==> src/rtl/ser16_pkg.sv <==
package ser16_pkg;

    localparam int unsigned WORD_W_DEF = 16;
    localparam int unsigned FB_W       = 5;

    typedef enum logic [2:0] {
        RATE_2G488 = 3'd0,
        RATE_1G244 = 3'd1,
        RATE_622M  = 3'd2,
        RATE_155M  = 3'd3,
        RATE_1G25  = 3'd4
    } rate_e;

    // Strobes and clocks derived from the frame phase counter
    typedef struct packed {
        logic load;
        logic pclk;
        logic fb;
    } tmg_s;

    // Registered loopback and receive state
    typedef struct packed {
        logic line;
        logic diag;
        logic rx;
    } lpb_s;

    // Bit-clock cycles per reference-clock cycle for each line rate
    function automatic logic [FB_W-1:0] fb_ratio(input logic [2:0] sel);
        logic [FB_W-1:0] r;
        case (rate_e'(sel))
            RATE_2G488: r = FB_W'(16);
            RATE_1G244: r = FB_W'(8);
            RATE_622M:  r = FB_W'(4);
            RATE_155M:  r = FB_W'(1);
            RATE_1G25:  r = FB_W'(10);
            default:    r = FB_W'(16);
        endcase
        return r;
    endfunction

endpackage

==> src/rtl/ser16_tmg.sv <==
module ser16_tmg
    import ser16_pkg::*;
#(
    parameter int unsigned WORD_W = WORD_W_DEF
) (
    input  logic       clk,
    input  logic       rst,
    input  logic [2:0] rate_sel_i,
    output tmg_s       tmg_o
);
    localparam int unsigned CW = $clog2(WORD_W);

    logic [CW-1:0]   ph_q;
    logic [FB_W-1:0] fb_q;
    logic [FB_W-1:0] ratio;
    logic [FB_W-1:0] fb_lim;

    assign ratio  = fb_ratio(rate_sel_i);
    assign fb_lim = ratio - FB_W'(1);

    always_ff @(posedge clk) begin
        if (rst) begin
            ph_q <= '0;
            fb_q <= '0;
        end else begin
            ph_q <= ph_q + CW'(1);
            fb_q <= (fb_q >= fb_lim) ? '0 : fb_q + FB_W'(1);
        end
    end

    assign tmg_o.load = (ph_q == CW'(WORD_W - 1));
    assign tmg_o.pclk = (ph_q >= CW'(WORD_W / 2));
    assign tmg_o.fb   = (fb_q == '0);

    AST_FB_SINGLE: assert property (@(posedge clk) disable iff (rst) (tmg_o.fb && ratio > FB_W'(1)) |=> !tmg_o.fb) else $error("feedback pulse longer than one cycle");
    AST_LOAD_ISOLATED: assert property (@(posedge clk) disable iff (rst) tmg_o.load |=> !tmg_o.load) else $error("back-to-back load strobes");
    AST_PCLK_AT_LOAD: assert property (@(posedge clk) disable iff (rst) tmg_o.load |=> $fell(tmg_o.pclk)) else $error("parallel clock not falling after load");

endmodule

==> src/rtl/ser16_fifo.sv <==
module ser16_fifo
    import ser16_pkg::*;
#(
    parameter int unsigned WORD_W = WORD_W_DEF,
    parameter int unsigned DEPTH  = 4
) (
    input  logic              clk,
    input  logic              rst,
    input  logic              wr_i,
    input  logic [WORD_W-1:0] wdata_i,
    input  logic              rd_i,
    output logic [WORD_W-1:0] rdata_o,
    output logic              err_o
);
    localparam int unsigned AW     = $clog2(DEPTH);
    localparam int unsigned PW     = AW + 1;
    localparam int unsigned CENTRE = DEPTH / 2;

    logic [WORD_W-1:0] mem_q [DEPTH];
    logic [PW-1:0]     wp_q, rp_q, wp_nx, occ;
    logic              full, empty, ovf, unf, wr_ok;

    assign occ   = wp_q - rp_q;
    assign full  = (occ == PW'(DEPTH));
    assign empty = (occ == '0);
    assign ovf   = wr_i && !rd_i && full;
    assign unf   = rd_i && empty;
    assign wr_ok = wr_i && !ovf;
    assign wp_nx = wp_q + PW'(wr_ok);

    assign rdata_o = unf ? '0 : mem_q[rp_q[AW-1:0]];

    always_ff @(posedge clk) begin
        if (rst) begin
            wp_q  <= PW'(CENTRE);
            rp_q  <= '0;
            err_o <= 1'b0;
            for (int i = 0; i < int'(DEPTH); i++) mem_q[i] <= '0;
        end else begin
            if (wr_ok) mem_q[wp_q[AW-1:0]] <= wdata_i;
            wp_q <= wp_nx;
            if (ovf || unf)  rp_q <= wp_nx - PW'(CENTRE);
            else if (rd_i)   rp_q <= rp_q + PW'(1);
            err_o <= err_o | ovf | unf;
        end
    end

    AST_OCC_BOUND: assert property (@(posedge clk) disable iff (rst) occ <= PW'(DEPTH)) else $error("occupancy beyond depth");
    AST_ERR_STICKY: assert property (@(posedge clk) disable iff (rst) err_o |=> err_o) else $error("error flag cleared without reset");
    AST_RECENTRE: assert property (@(posedge clk) disable iff (rst) (ovf || unf) |=> (occ == PW'(CENTRE))) else $error("pointers not re-centred");

endmodule

==> src/rtl/ser16_shift.sv <==
module ser16_shift
    import ser16_pkg::*;
#(
    parameter int unsigned WORD_W = WORD_W_DEF
) (
    input  logic              clk,
    input  logic              rst,
    input  logic              load_i,
    input  logic [WORD_W-1:0] word_i,
    input  logic              loop_en_i,
    input  logic              diag_en_i,
    input  logic              rx_ser_i,
    output logic              tx_ser_o,
    output logic              rx_path_o
);
    logic [WORD_W-1:0] sh_q;
    lpb_s              lp_q;

    always_ff @(posedge clk) begin
        if (rst) begin
            sh_q <= '0;
            lp_q <= '0;
        end else begin
            sh_q <= load_i ? word_i : {sh_q[WORD_W-2:0], 1'b0};
            lp_q <= '{line: loop_en_i, diag: diag_en_i, rx: rx_ser_i};
        end
    end

    assign tx_ser_o  = lp_q.line ? lp_q.rx : sh_q[WORD_W-1];
    assign rx_path_o = lp_q.diag ? sh_q[WORD_W-1] : lp_q.rx;

    AST_SHIFT_LEFT: assert property (@(posedge clk) disable iff (rst) !load_i |=> sh_q == {$past(sh_q[WORD_W-2:0]), 1'b0}) else $error("shift register did not advance");
    AST_LINE_LOOP: assert property (@(posedge clk) disable iff (rst) loop_en_i |=> tx_ser_o == $past(rx_ser_i)) else $error("line loopback bit mismatch");
    AST_DIAG_RX: assert property (@(posedge clk) disable iff (rst) !diag_en_i |=> rx_path_o == $past(rx_ser_i)) else $error("receive path bit mismatch");

endmodule

==> src/rtl/ser16_tx.sv <==
module ser16_tx
    import ser16_pkg::*;
#(
    parameter int unsigned WORD_W     = WORD_W_DEF,
    parameter int unsigned FIFO_DEPTH = 4
) (
    input  logic              clk,
    input  logic              rst,
    input  logic              par_clk_i,
    input  logic [WORD_W-1:0] par_data_i,
    input  logic [2:0]        rate_sel_i,
    input  logic              loop_en_i,
    input  logic              diag_en_i,
    input  logic              rx_ser_i,
    output logic              tx_ser_o,
    output logic              rx_path_o,
    output logic              pclk_o,
    output logic              fb_clk_o,
    output logic              fifo_err_o
);
    tmg_s              tmg;
    logic              pc_q;
    logic              wr;
    logic [WORD_W-1:0] ld_word;

    always_ff @(posedge clk) begin
        if (rst) pc_q <= 1'b0;
        else     pc_q <= par_clk_i;
    end

    assign wr = par_clk_i && !pc_q;

    ser16_tmg #(.WORD_W(WORD_W)) tmg_i (
        .clk        (clk),
        .rst        (rst),
        .rate_sel_i (rate_sel_i),
        .tmg_o      (tmg)
    );

    ser16_fifo #(.WORD_W(WORD_W), .DEPTH(FIFO_DEPTH)) fifo_i (
        .clk     (clk),
        .rst     (rst),
        .wr_i    (wr),
        .wdata_i (par_data_i),
        .rd_i    (tmg.load),
        .rdata_o (ld_word),
        .err_o   (fifo_err_o)
    );

    ser16_shift #(.WORD_W(WORD_W)) shift_i (
        .clk       (clk),
        .rst       (rst),
        .load_i    (tmg.load),
        .word_i    (ld_word),
        .loop_en_i (loop_en_i),
        .diag_en_i (diag_en_i),
        .rx_ser_i  (rx_ser_i),
        .tx_ser_o  (tx_ser_o),
        .rx_path_o (rx_path_o)
    );

    assign pclk_o   = tmg.pclk;
    assign fb_clk_o = tmg.fb;

    AST_WR_EDGE: assert property (@(posedge clk) disable iff (rst) wr |=> !wr) else $error("write strobe held");

endmodule

==> config.mk <==
export PLATFORM = sky130hd
export DESIGN_NAME = ser16_tx
export DESIGN_NICKNAME = d
export VERILOG_FILES = /design/src/rtl/ser16_pkg.sv /design/src/rtl/ser16_tmg.sv /design/src/rtl/ser16_fifo.sv /design/src/rtl/ser16_shift.sv /design/src/rtl/ser16_tx.sv
export SDC_FILE = /design/constraint.sdc
export NUM_CORES = 1
export LEC_CHECK = 0
export BUFFER_PORTS_ARGS = -buffer_cell sky130_fd_sc_hd__buf_2
export CORE_MARGIN = 1
export CORE_UTILIZATION = 55
export DETAILED_ROUTE_END_ITERATION = 16
export PLACE_DENSITY = 0.73
export SLEW_MARGIN = 20
export SYNTH_ARGS = -nofsm -noshare
export SYNTH_HDL_FRONTEND = slang
export SYNTH_SLANG_ARGS = --single-unit
==> constraint.sdc <==
create_clock -name clk -period 5.9 [get_ports clk]
set_input_delay 0 -clock clk [delete_from_list [all_inputs] [get_ports clk]]
set_output_delay 0 -clock clk [all_outputs]
set_load 0.1 [all_outputs]
## Word level (Yosys, flattened, before mapping)

Memories as Yosys holds them, arrays and structs flattened. A register that Yosys moved wholly into a read port is not among the register bits.
Cells that the tools add are included.

- Memories: 1
- Input bits: 25
- Word-level logic and storage cells: 62
- Flip-flop bits (word level): 36
- Memory bits (writable): 64
- Output and inout bits: 5

Memory list:

| name | depth | bits a word | read ports | clocked after memory_dff | write ports | line | text |
|---|---|---|---|---|---|---|---|
| fifo_i.mem_q | 4 | 16 | 1 | 1 | 4 | ser16_fifo.sv:19 | `logic [WORD_W-1:0] mem_q [DEPTH];` |

- Multiplexer cells: 17
- Bitwise operators: 3
- Eq/ne operators: 6
- $add $sub $neg: 7
- Reductions and logical operators: 15
- Magnitude comparators: 2

Operators by type and width:

| cell | count |
|---|---|
| $mux 16 | 3 |
| $pmux 5 s4 | 1 |
| $reduce_or 16->1 | 1 |
| $mux 1 | 8 |
| $eq 3x2->1 const B | 2 |
| $eq 3x3->1 const B | 2 |
| $mux 2 | 3 |
| $mux 3 | 2 |
| $add 5x1->5 const B | 1 |
| $ge 5x5->1 | 1 |
| $logic_and 1x1->1 | 5 |
| $logic_not 5->1 | 1 |
| $sub 5x1->5 const B | 1 |
| $add 4x1->4 const B | 1 |
| $eq 4x4->1 const B | 1 |
| $ge 4x4->1 const B | 1 |
| $add 3x1->3 | 1 |
| $add 3x1->3 const B | 1 |
| $eq 3x1->1 const B | 1 |
| $logic_not 1->1 | 3 |
| $logic_not 3->1 | 1 |
| $reduce_or 3->1 | 1 |
| $sub 3x2->3 const B | 1 |
| $sub 3x3->3 | 1 |
| 5 further kinds | 6 |

## Longest topological paths before layout

Gate-level depths: netlist of the first run.

- Depth after elaboration: 11
- Depth in mapped cells: 12
- Gate-level depth less buffers: 12

## Cells and area by module

Synthesis of the first run repeated with hierarchy kept, for this count alone.

- Cell total of the unflattened synthesis: 347
- Area, all modules: 4652.0 um2

By module, submodules not included:

| module | instances | seq. area each (um2) | cells each | area each (um2) |
|---|---|---|---|---|
| ser16_fifo | 1 | 2102.0 | 229 | 3410.8 |
| ser16_shift | 1 | 380.4 | 59 | 679.4 |
| ser16_tmg | 1 | 180.2 | 56 | 514.2 |
| ser16_tx | 1 | 20.0 | 3 | 47.5 |

## Least setup slack after synthesis of the first run

Ideal clock, no wire load.

- Path kind: register to output
- Start point: reg tmg_i.fb_q[0]
- End point: out fb_clk_o
- Buffers on the path: 0
- Required time: 5.900 ns
- Arrival: 3.595 ns
- Stages on the path, launching flop included: 4
- Path slack: 2.305 ns
- Cells stage by stage: dfxtp_1 -> inv_1 -> ha_1 -> nor4b_1

- Longest elaborated chain between the ends: 1

RTL lines:

| what | line | text |
|---|---|---|
| start: declaration | ser16_tmg.sv:14 | `logic [FB_W-1:0] fb_q;` |
| start signal: assignment | ser16_tmg.sv:27 | `fb_q <= (fb_q >= fb_lim) ? '0 : fb_q + FB_W'(1);` |
| $logic_not 5->1 | ser16_tmg.sv:33 | `assign tmg_o.fb = (fb_q == '0);` |
| end: declaration | ser16_tx.sv:18 | `output logic fb_clk_o,` |

No other way between the ends.

==> summary by stage, run 1 <==
Run status
The run finished with clean final reports.

Timing
For the pin with the worst max-slew slack, the measured transition is between 0.9 and 1 ns. For this run, the top clock speed supported by timing is 0.251 GHz. The number of pins exceeding their max-slew limit in the final report was 0. The final worst clock skew is 0.0130 ns. The relative slew slack is 0.354. Of the available clock period, the critical path in the final layout requires 0.676.

After routing, the total negative slack on setup checks comes to 0 ns. The worst hold slack after final layout is 0.0757 ns. Setup violations remaining at the end of the flow were counted as 0. The final period demand of the worst path is between 3 and 4 ns.

Setup repair after global routing left no endpoint under its margin. The number of failing hold endpoints at the final stage is 0.

Synth
The cell area that synthesis handed to floorplanning was roughly 4600 µm². Synthesis instantiated 47 different standard cells from the library. Yosys attributes the largest share of cell area to sky130_fd_sc_hd__edfxtp_1 41%, sky130_fd_sc_hd__dfxtp_1 16%, sky130_fd_sc_hd__and2_1 8.6%, sky130_fd_sc_hd__mux4_2 7.8%, sky130_fd_sc_hd__ha_1 3.8%.

During synthesis, Yosys emitted a total of 0 warnings. Counting every net in the synthesized netlist gives roughly 410. The portion of synthesized cell area occupied by the leading cell type is 0.415. The synthesized area per cell is about 13 µm². Sorting the synthesized cells by how often they occur yields 64 x sky130_fd_sc_hd__and2_1, 64 x sky130_fd_sc_hd__edfxtp_1, 38 x sky130_fd_sc_hd__dfxtp_1.

Among all flip-flop cells after synthesis, the most frequent one is sky130_fd_sc_hd__edfxtp_1. The share of async-settable or async-resettable flops after synthesis is 0. The post-synthesis sequential area ratio is 0.579. The post-synthesis sequential element count is 102. Synthesis handed over a netlist of 370 instances. The count of flip-flops with a built-in enable after synthesis is 64. The cell type with the largest total area after synthesis is sky130_fd_sc_hd__edfxtp_1.

Global routing
Entering global routing, the biggest net connects 30 pins. In the global route stage, overall resource usage came out at 0.215. The initial antenna violation count is 0.

The global-route wire length before repair is 13,800 µm. For this run the aggregate overflow at the end of global routing stands at 0. The number of global-route vias before repair is approximately 2,800.

Power and ir drop
The design draws 1.43 mW. The worst-case IR drop observed on VDD is ~190 µV. The cell leakage power is 1.98 nW. The total power per unit cell area is roughly 270 nW/µm².

Job
The tool flagged a number of max-cap violations equal to 0.

Worst setup path
The worst register-to-register path ends at fifo_i.mem_q[1][3]. The worst setup path is launched from a register. The critical path starts at tmg_i.ph_q[0]. The longest individual stage delay on the worst path is 0.96 ns. The cell type of the slowest stage on the worst timing path is sky130_fd_sc_hd__a311oi_4. The logic depth of the worst setup path including buffers is 5. The data arrival time at the worst-slack endpoint is around 4.0 ns. The count of cells along the worst register-to-register path is 5. For the worst setup path, the data required time is between 5 and 6 ns. Traced cell by cell, the critical path runs through ha_1 > nand3_1 > a311oi_4 > nor3b_4 > or2_1. The class of the most critical setup path is reg -> reg. The kind of cell with the highest combined delay along the critical path is simple AND/OR/NAND/NOR gates.

The setup check on the worst reg-to-reg path leaves a slack of 1.91 ns. In this run the worst path has a maximum fanout of 22. STA classifies the critical path endpoint as a register. The critical path ends at fifo_i.mem_q[1][3]. The startpoint of the most critical register-to-register path is tmg_i.ph_q[0]. The count of buffer and inverter cells on the critical path is 0.

Place
The final estimated routing congestion in global placement is approximately 0.8. Summed over all nets, the half-perimeter wirelength after detailed placement is 5510 µm. The number of I/O port buffers is 29.

Floorplanning
The die covers ~9000 µm². The vertical die dimension is 93.8 µm. The initial utilization of the core area, before any placement, comes to 0.567. The core outline area is 8180 µm². The number of rows in the core area is 33. The number of top-level design ports is 30.

The die boundary width is 93.8 µm.

Detailed routing
The count of routing violations after the opening detailed-route iteration is 139. Using the TritonRoute via totals, the vias-per-cell ratio works out to 5.42. The detail route stage leaves a number of antenna-violating nets equal to 0. In the routed design, unresolved DRC markers number 0. The routed layout has 2,827 vias. The detail-routed net length per standard cell is ~17 µm.

The final wirelength is 8640 µm. The number of optimization iterations in the first detailed-route pass is 4.

Clock tree
For the worst-skew pair, the clock arrives at the later sink with an insertion delay of 0.37 ns. Counting the buffers created by CTS gives 9. The maximum buffer depth of the clock tree is 2. The clock-pin slew reported for the worst setup and hold paths after clock tree synthesis is around 0.10 ns. TritonCTS built the clock tree. The clock net in this run drives a total of 102 sinks. Once the clock tree was built, the resizer swapped 0 gates to a different size. The tree is rooted in a sky130_fd_sc_hd__clkbuf_8. The buffer count from post-CTS setup fixing is 0. The number of hold buffers added after CTS was 20. The H-tree was split into 3 levels.

Cells and area
For this run, the post-layout net count is 451. The filler cells instantiated in the layout total ~630. Of the cells placed in the final design, the portion with a size suffix greater than 1 is 0.168. The count of inserted antenna diode cells is 0. The area growth from synthesis to layout is 13.4%.

Hold path
The worst min-delay path class is in -> reg.
==> cells by family (layout without fill, tap and decap cells) <==
family                     Yosys count  in the layout  share of synthesized area
AOI/OAI and AO/OA                   47             47                     0.0704
xor gates and xnor gates            10             10                     0.0229
adders and majority gates           14             14                     0.0378
buffers and inverters               27             74                     0.0243
DFF                                102            102                      0.579
muxes                               18             18                     0.0826
other                                1              1                   0.000809
and+or+nand+nor                    151            151                      0.182
==> power breakdown <==
group / switching [mW] / internal, mW
logic: 0.0748 / 0.0531
registers: 0.0174 / 0.794
clock network: 0.245 / 0.244
==> how the worst min path moves through the flow <==
stage	startpoint	endpoint	cells after the start
after floorplan	par_clk_i	pc_q	1
after global placement	diag_en_i	shift_i.lp_q[1]	2
after detailed placement	loop_en_i	shift_i.lp_q[2]	2
after CTS	rst	tmg_i.ph_q[0]	2
after global routing	rst	tmg_i.ph_q[0]	2
final	rst	tmg_i.ph_q[0]	2
==> final cells by class <==
type / instances / area (µm²) / share of cell area
multi-input combinational: 241 / 1840 / 0.350
sequential: 102 / 2680 / 0.511
tap: 105 / 131 / 0.0250
timing repair buffer: 49 / 345 / 0.0657
inverter: 9 / 33.8 / 0.00643
clock buffer: 10 / 128 / 0.0243
clock inverter: 6 / 93.8 / 0.0179
==> metrics by stage <==
| step | util | area, µm² | setup WS [ns] | cells |
|---|---|---|---|---|
| finish | 0.643 | 5260 | 1.91 | 522 |
| global route | 0.643 | 5260 | 1.57 | 522 |
| CTS | 0.643 | 5260 | 1.86 | 522 |
| detailed placement | 0.591 | 4830 | 1.88 | 486 |
| global placement | 0.591 | 4830 | 2.01 | 486 |
| floorplan | - | 4640 | 2.30 | 370 |
==> layout by cell type, fill, tap and decap left out, drive strengths merged, types with 3 or more instances in the layout <==
master / Yosys / final
a2111oi: 5 / 5
a21o: 4 / 4
a21oi: 18 / 18
a31oi: 4 / 4
and2: 65 / 65
and3: 4 / 4
buf: 5 / 29
clkbuf: 13 / 10
dfxtp: 38 / 38
dlygate4sd3: 0 / 20
edfxtp: 64 / 64
ha: 14 / 14
inv: 9 / 11
mux4: 16 / 16
nand2: 37 / 37
nand2b: 5 / 5
nand3: 5 / 5
nor2: 11 / 11
nor2b: 10 / 10
o21ai: 4 / 4
or2: 3 / 3
xnor2: 6 / 6
xor2: 4 / 4
==> flip-flops by register name, indices dropped and copies added (netlist names), named ones only <==
signal        flops
shift_i.sh_q     16
fifo_i.err_o      1
fifo_i.rp_q       3
fifo_i.mem_q     64
shift_i.lp_q      3
fifo_i.wp_q       3
tmg_i.ph_q        4
tmg_i.fb_q        5
pc_q              1
==> routing by layer <==
layer	GRT usage	wire length, µm
met2	0.367	4270
met3	0.0445	338
met1	0.274	3930
met4	0.0654	99
met5	0	0
==> worst register-to-register path: stages (launching register included) <==
cell and delay [ns]:
sky130_fd_sc_hd__dfxtp_1 0.40, sky130_fd_sc_hd__ha_1 0.22, sky130_fd_sc_hd__nand3_1 0.69, sky130_fd_sc_hd__a311oi_4 0.96, sky130_fd_sc_hd__nor3b_4 0.67, sky130_fd_sc_hd__or2_1 0.68
(Power assumes the default switching activity.)
==> run 2: changes to the inputs <==
--- a/config.mk
+++ b/config.mk
@@ -5,11 +5,12 @@
 export SDC_FILE = /design/constraint.sdc
 export NUM_CORES = 1
 export LEC_CHECK = 0
+export ABC_AREA = 1
 export BUFFER_PORTS_ARGS = -buffer_cell sky130_fd_sc_hd__buf_2
 export CORE_MARGIN = 1
 export CORE_UTILIZATION = 55
 export DETAILED_ROUTE_END_ITERATION = 16
-export PLACE_DENSITY = 0.73
+export PLACE_DENSITY = 0.76
 export SLEW_MARGIN = 20
 export SYNTH_ARGS = -nofsm -noshare
 export SYNTH_HDL_FRONTEND = slang
==> constraint.sdc (replaced) <==
create_clock -name clk -period 3.6 [get_ports clk]
set_input_delay 0 -clock clk [delete_from_list [all_inputs] [get_ports clk]]
set_output_delay 0 -clock clk [all_outputs]
set_load 0.1 [all_outputs]
==> run 2 against run 1 <==
First-iteration DRC count up 32%. Critical endpoint is now fifo_i.mem_q[0][2]. Routed wire length grew 14%. Flip-flop and latch count is the same. Via count grew 23%. Clock power grew 58%.
==> summary by stage, run 2 <==
Global routing
The total overflow left after global routing is 0. The initial antenna violation count is 0. In the global route stage, met1 resource usage came out at 0.269.

Entering global routing, the biggest net connects 34 pins. The most congested layer reported by global routing is met2. The met3 track utilization from global routing is 0.0474. The global-route wire length before repair is 15,500 µm.

The global-route track usage on met2 is 0.406. The number of global-route vias before repair is approximately 3,300. In the global route stage, overall resource usage came out at 0.228.

Synth
For this run, the leading register cell type out of synthesis is sky130_fd_sc_hd__edfxtp_1. The mapped netlist covers 4840 µm². Yosys attributes the largest share of cell area to sky130_fd_sc_hd__edfxtp_1 40%, sky130_fd_sc_hd__dfxtp_1 16%, sky130_fd_sc_hd__nor3_2 7.0%, sky130_fd_sc_hd__nand2_1 5.8%, sky130_fd_sc_hd__inv_1 3.9%.

The synthesized area per cell is 10.2 µm². Of all cell types, the one taking the most synthesized area is sky130_fd_sc_hd__edfxtp_1. The most numerous cell in the Yosys netlist is sky130_fd_sc_hd__nand2_1.

The net count of the mapped netlist is 513. The Yosys step of the flow raised 0 warnings. The post-synthesis sequential area ratio is 0.555. Synthesis instantiated 35 different standard cells from the library. The portion of synthesized cell area occupied by the leading cell type is 0.397. Counting flops and latches in the post-synthesis netlist gives 102.

The commonest cells after synthesis are 75 x sky130_fd_sc_hd__nand2_1, 64 x sky130_fd_sc_hd__edfxtp_1, 50 x sky130_fd_sc_hd__inv_1. Yosys mapped a number of flops with a built-in enable equal to 64. Synthesis produced 474 cells. Of all flip-flops after synthesis, the portion carrying an async set or reset was 0.

Floorplanning
The die boundary width is 95.8 µm. The initial core utilization is 0.577. The core outline area is 8380 µm². The vertical die dimension is 95.8 µm. The number of rows in the core area is 33. The die covers 9170 µm². The number of top-level design ports is 30.

Clock tree
CTS built an H-tree with a depth of 3. Counting every sink on the clock net gives between 100 and 150. The clock insertion delay at the later pin of the skew report is around 0.37 ns. The post-cts hold buffer count is 15. Once the clock tree was built, the setup fixing pass inserted 0 buffers. The clock-pin slew reported for the worst setup and hold paths after clock tree synthesis is 0.10 ns. The number of CTS-inserted buffers is 9. The clock tree from TritonCTS is built.

The root buffer cell chosen for the clock tree is sky130_fd_sc_hd__clkbuf_8. The longest clock path from root to sink contains 2 buffers. The number of gates resized after cts is 0.

Worst setup path
In this run the register-to-register setup slack is 0.80 ns. For the worst setup path, the data arrival time is 2.88 ns. The capturing element type of the critical path is a register. Tracing the worst setup path back leads to its startpoint at tmg_i.ph_q[0]. The largest fanout on the critical path is 32. The worst register-to-register path begins at tmg_i.ph_q[0]. At the worst endpoint, the required time is 3.67 ns. The critical path in this run is classified as reg -> reg. The worst setup path is launched from a register.

Timing
The actual slew at the worst max-slew pin is 1.03 ns. Setup violations remaining at the end of the flow were counted as 0. The number of failing hold endpoints at the final stage came to 0. The relative slew slack is 0.315.

Setup repair after global routing left no endpoint under its margin. The number of pins exceeding their max-slew limit in the final report is 0. The smallest clock period supported by the final layout is computed as 2.80 ns. For this run, the top clock speed supported by timing is 0.357 GHz. The final worst clock skew is 0.0129 ns. The summed negative setup slack over all endpoints is 0 ns. Of the available clock period, the critical path in the final layout requires 0.779.

Detailed routing
The routed layout has 3,490 vias. The count of routing violations after the opening detailed-route iteration is 184. The final routed DRC violation total is 0. Dividing the detail-routed wire length by the instance count gives 15.8 µm. The final wirelength is 9820 µm. The count of nets left with antenna violations after detail routing is 0. The average vias per placed instance is 5.63. The first TritonRoute pass finished after 4 iterations.

Power and ir drop
The peak supply drop is 221 µV. The share of total power dissipated in the clock network is 0.324. The combinational group share of total power is 0.120.

Of the total power, the share spent switching nets is 0.274. Power spread over the standard cell area amounts to 442 nW/µm². The analysis attributes to net switching a power of ~0.65 mW. The total power draw is 2.38 mW. The share of total power dissipated in sequential elements is 0.556. The analysis attributes to cell leakage a power of 2.27 nW. The cell-internal power is 1.73 mW.

Place
The final estimated routing congestion in global placement is 0.818. The half-perimeter wire length of the detailed placement result is 5970 µm. The number of I/O port buffers is 29.

Cells and area
The most flop-heavy register is fifo_i.mem_q. The top cell types in the final layout, fill and taps aside, are 75 x sky130_fd_sc_hd__nand2_1, 64 x sky130_fd_sc_hd__edfxtp_1, 50 x sky130_fd_sc_hd__inv_1. The register with the most flip-flops in the layout has 64 of them. After the last flow step, the layout net total stands at 549. The area growth from synthesis to layout is 11.6%. The count of inserted antenna diode cells is 0. The fraction of layout instances using a drive strength above 1 is 0.192. The fraction of the core area covered by cells at the end of the flow is 0.644. The largest registers in the layout are fifo_i.mem_q (64), shift_i.sh_q (16), tmg_i.fb_q (5). The number of inserted filler cells in the final layout is 676. The most common cell after layout, fill and taps aside is sky130_fd_sc_hd__nand2_1.

Job
The number of maximum-capacitance violations is 0.

Hold path
In this run the most critical hold path is launched from par_data_i[0]. The worst min-delay path class is in -> reg.

Run status
The flow ran to the end, and the final reports show no timing, DRC or antenna violations.
run 2: metrics by stage:
| step | hold slack [ns] | setup WS, ns | area, µm² | instances |
|---|---|---|---|---|
| finish | 0.00414 | 0.796 | 5400 | 620 |
| detailed placement | 0.215 | 0.841 | 5030 | 589 |
| floorplan | 0.107 | 0.228 | 4840 | 474 |
| global placement | 0.205 | 0.969 | 5030 | 589 |
| global route | 0.00337 | 0.621 | 5400 | 620 |
| CTS | 0.000190 | 0.809 | 5400 | 620 |
run 2: worst paths after layout:
path | end | cells after the start
setup / recovery | fifo_i.mem_q[0][2] | 8
hold / removal | fifo_i.mem_q[3][0] | 3
setup reg to reg | fifo_i.mem_q[0][2] | 8
hold reg to reg | tmg_i.ph_q[0] | 1
run 2: kinds of logic after synthesis:
| group | share of synthesized area |
|---|---|
| AND/OR/NAND/NOR | 0.211 |
| flip-flops | 0.555 |
| buffers and inverters | 0.0776 |
| AO/OA/AOI/OAI | 0.103 |
| adder cells (fa/ha/maj) | 0.0362 |
| XOR/XNOR | 0.0163 |
| other | 0.000775 |
run 2: area by class of cell:
type	count	area (µm²)	share of cell area
sequential	102	2680	0.497
multi-input combinational	288	1780	0.330
timing repair buffer	54	383	0.0709
inverter	55	208	0.0385
tap	105	131	0.0243
clock buffer	9	124	0.0230
clock inverter	7	88.8	0.0165
run 2: power groups by stage:
stage	registers (mW)	logic, mW	clock network, mW
detailed placement	1.35	0.271	0
global route	1.33	0.309	0.817
floorplan	1.35	0.192	0
global placement	1.35	0.261	0
CTS	1.33	0.285	0.776
finish	1.33	0.285	0.772
run 2: metal layers:
| metal | share of wire | routed length, µm |
|---|---|---|
| met2 | 0.51 | 4980 |
| met4 | 0.023 | 224 |
| met3 | 0.053 | 519 |
| met1 | 0.42 | 4100 |
| met5 | 0 | 0 |
run 2: worst max-delay path, stage by stage, from the launching register on:
cell and delay [ns]:
sky130_fd_sc_hd__dfxtp_1 0.39, sky130_fd_sc_hd__ha_1 0.22, sky130_fd_sc_hd__nand3_2 0.16, sky130_fd_sc_hd__clkinv_2 0.33, sky130_fd_sc_hd__nor2_2 0.10, sky130_fd_sc_hd__nand3_4 0.17, sky130_fd_sc_hd__nand4_4 0.26, sky130_fd_sc_hd__o21ai_1 0.56
sky130_fd_sc_hd__buf_4 0.32
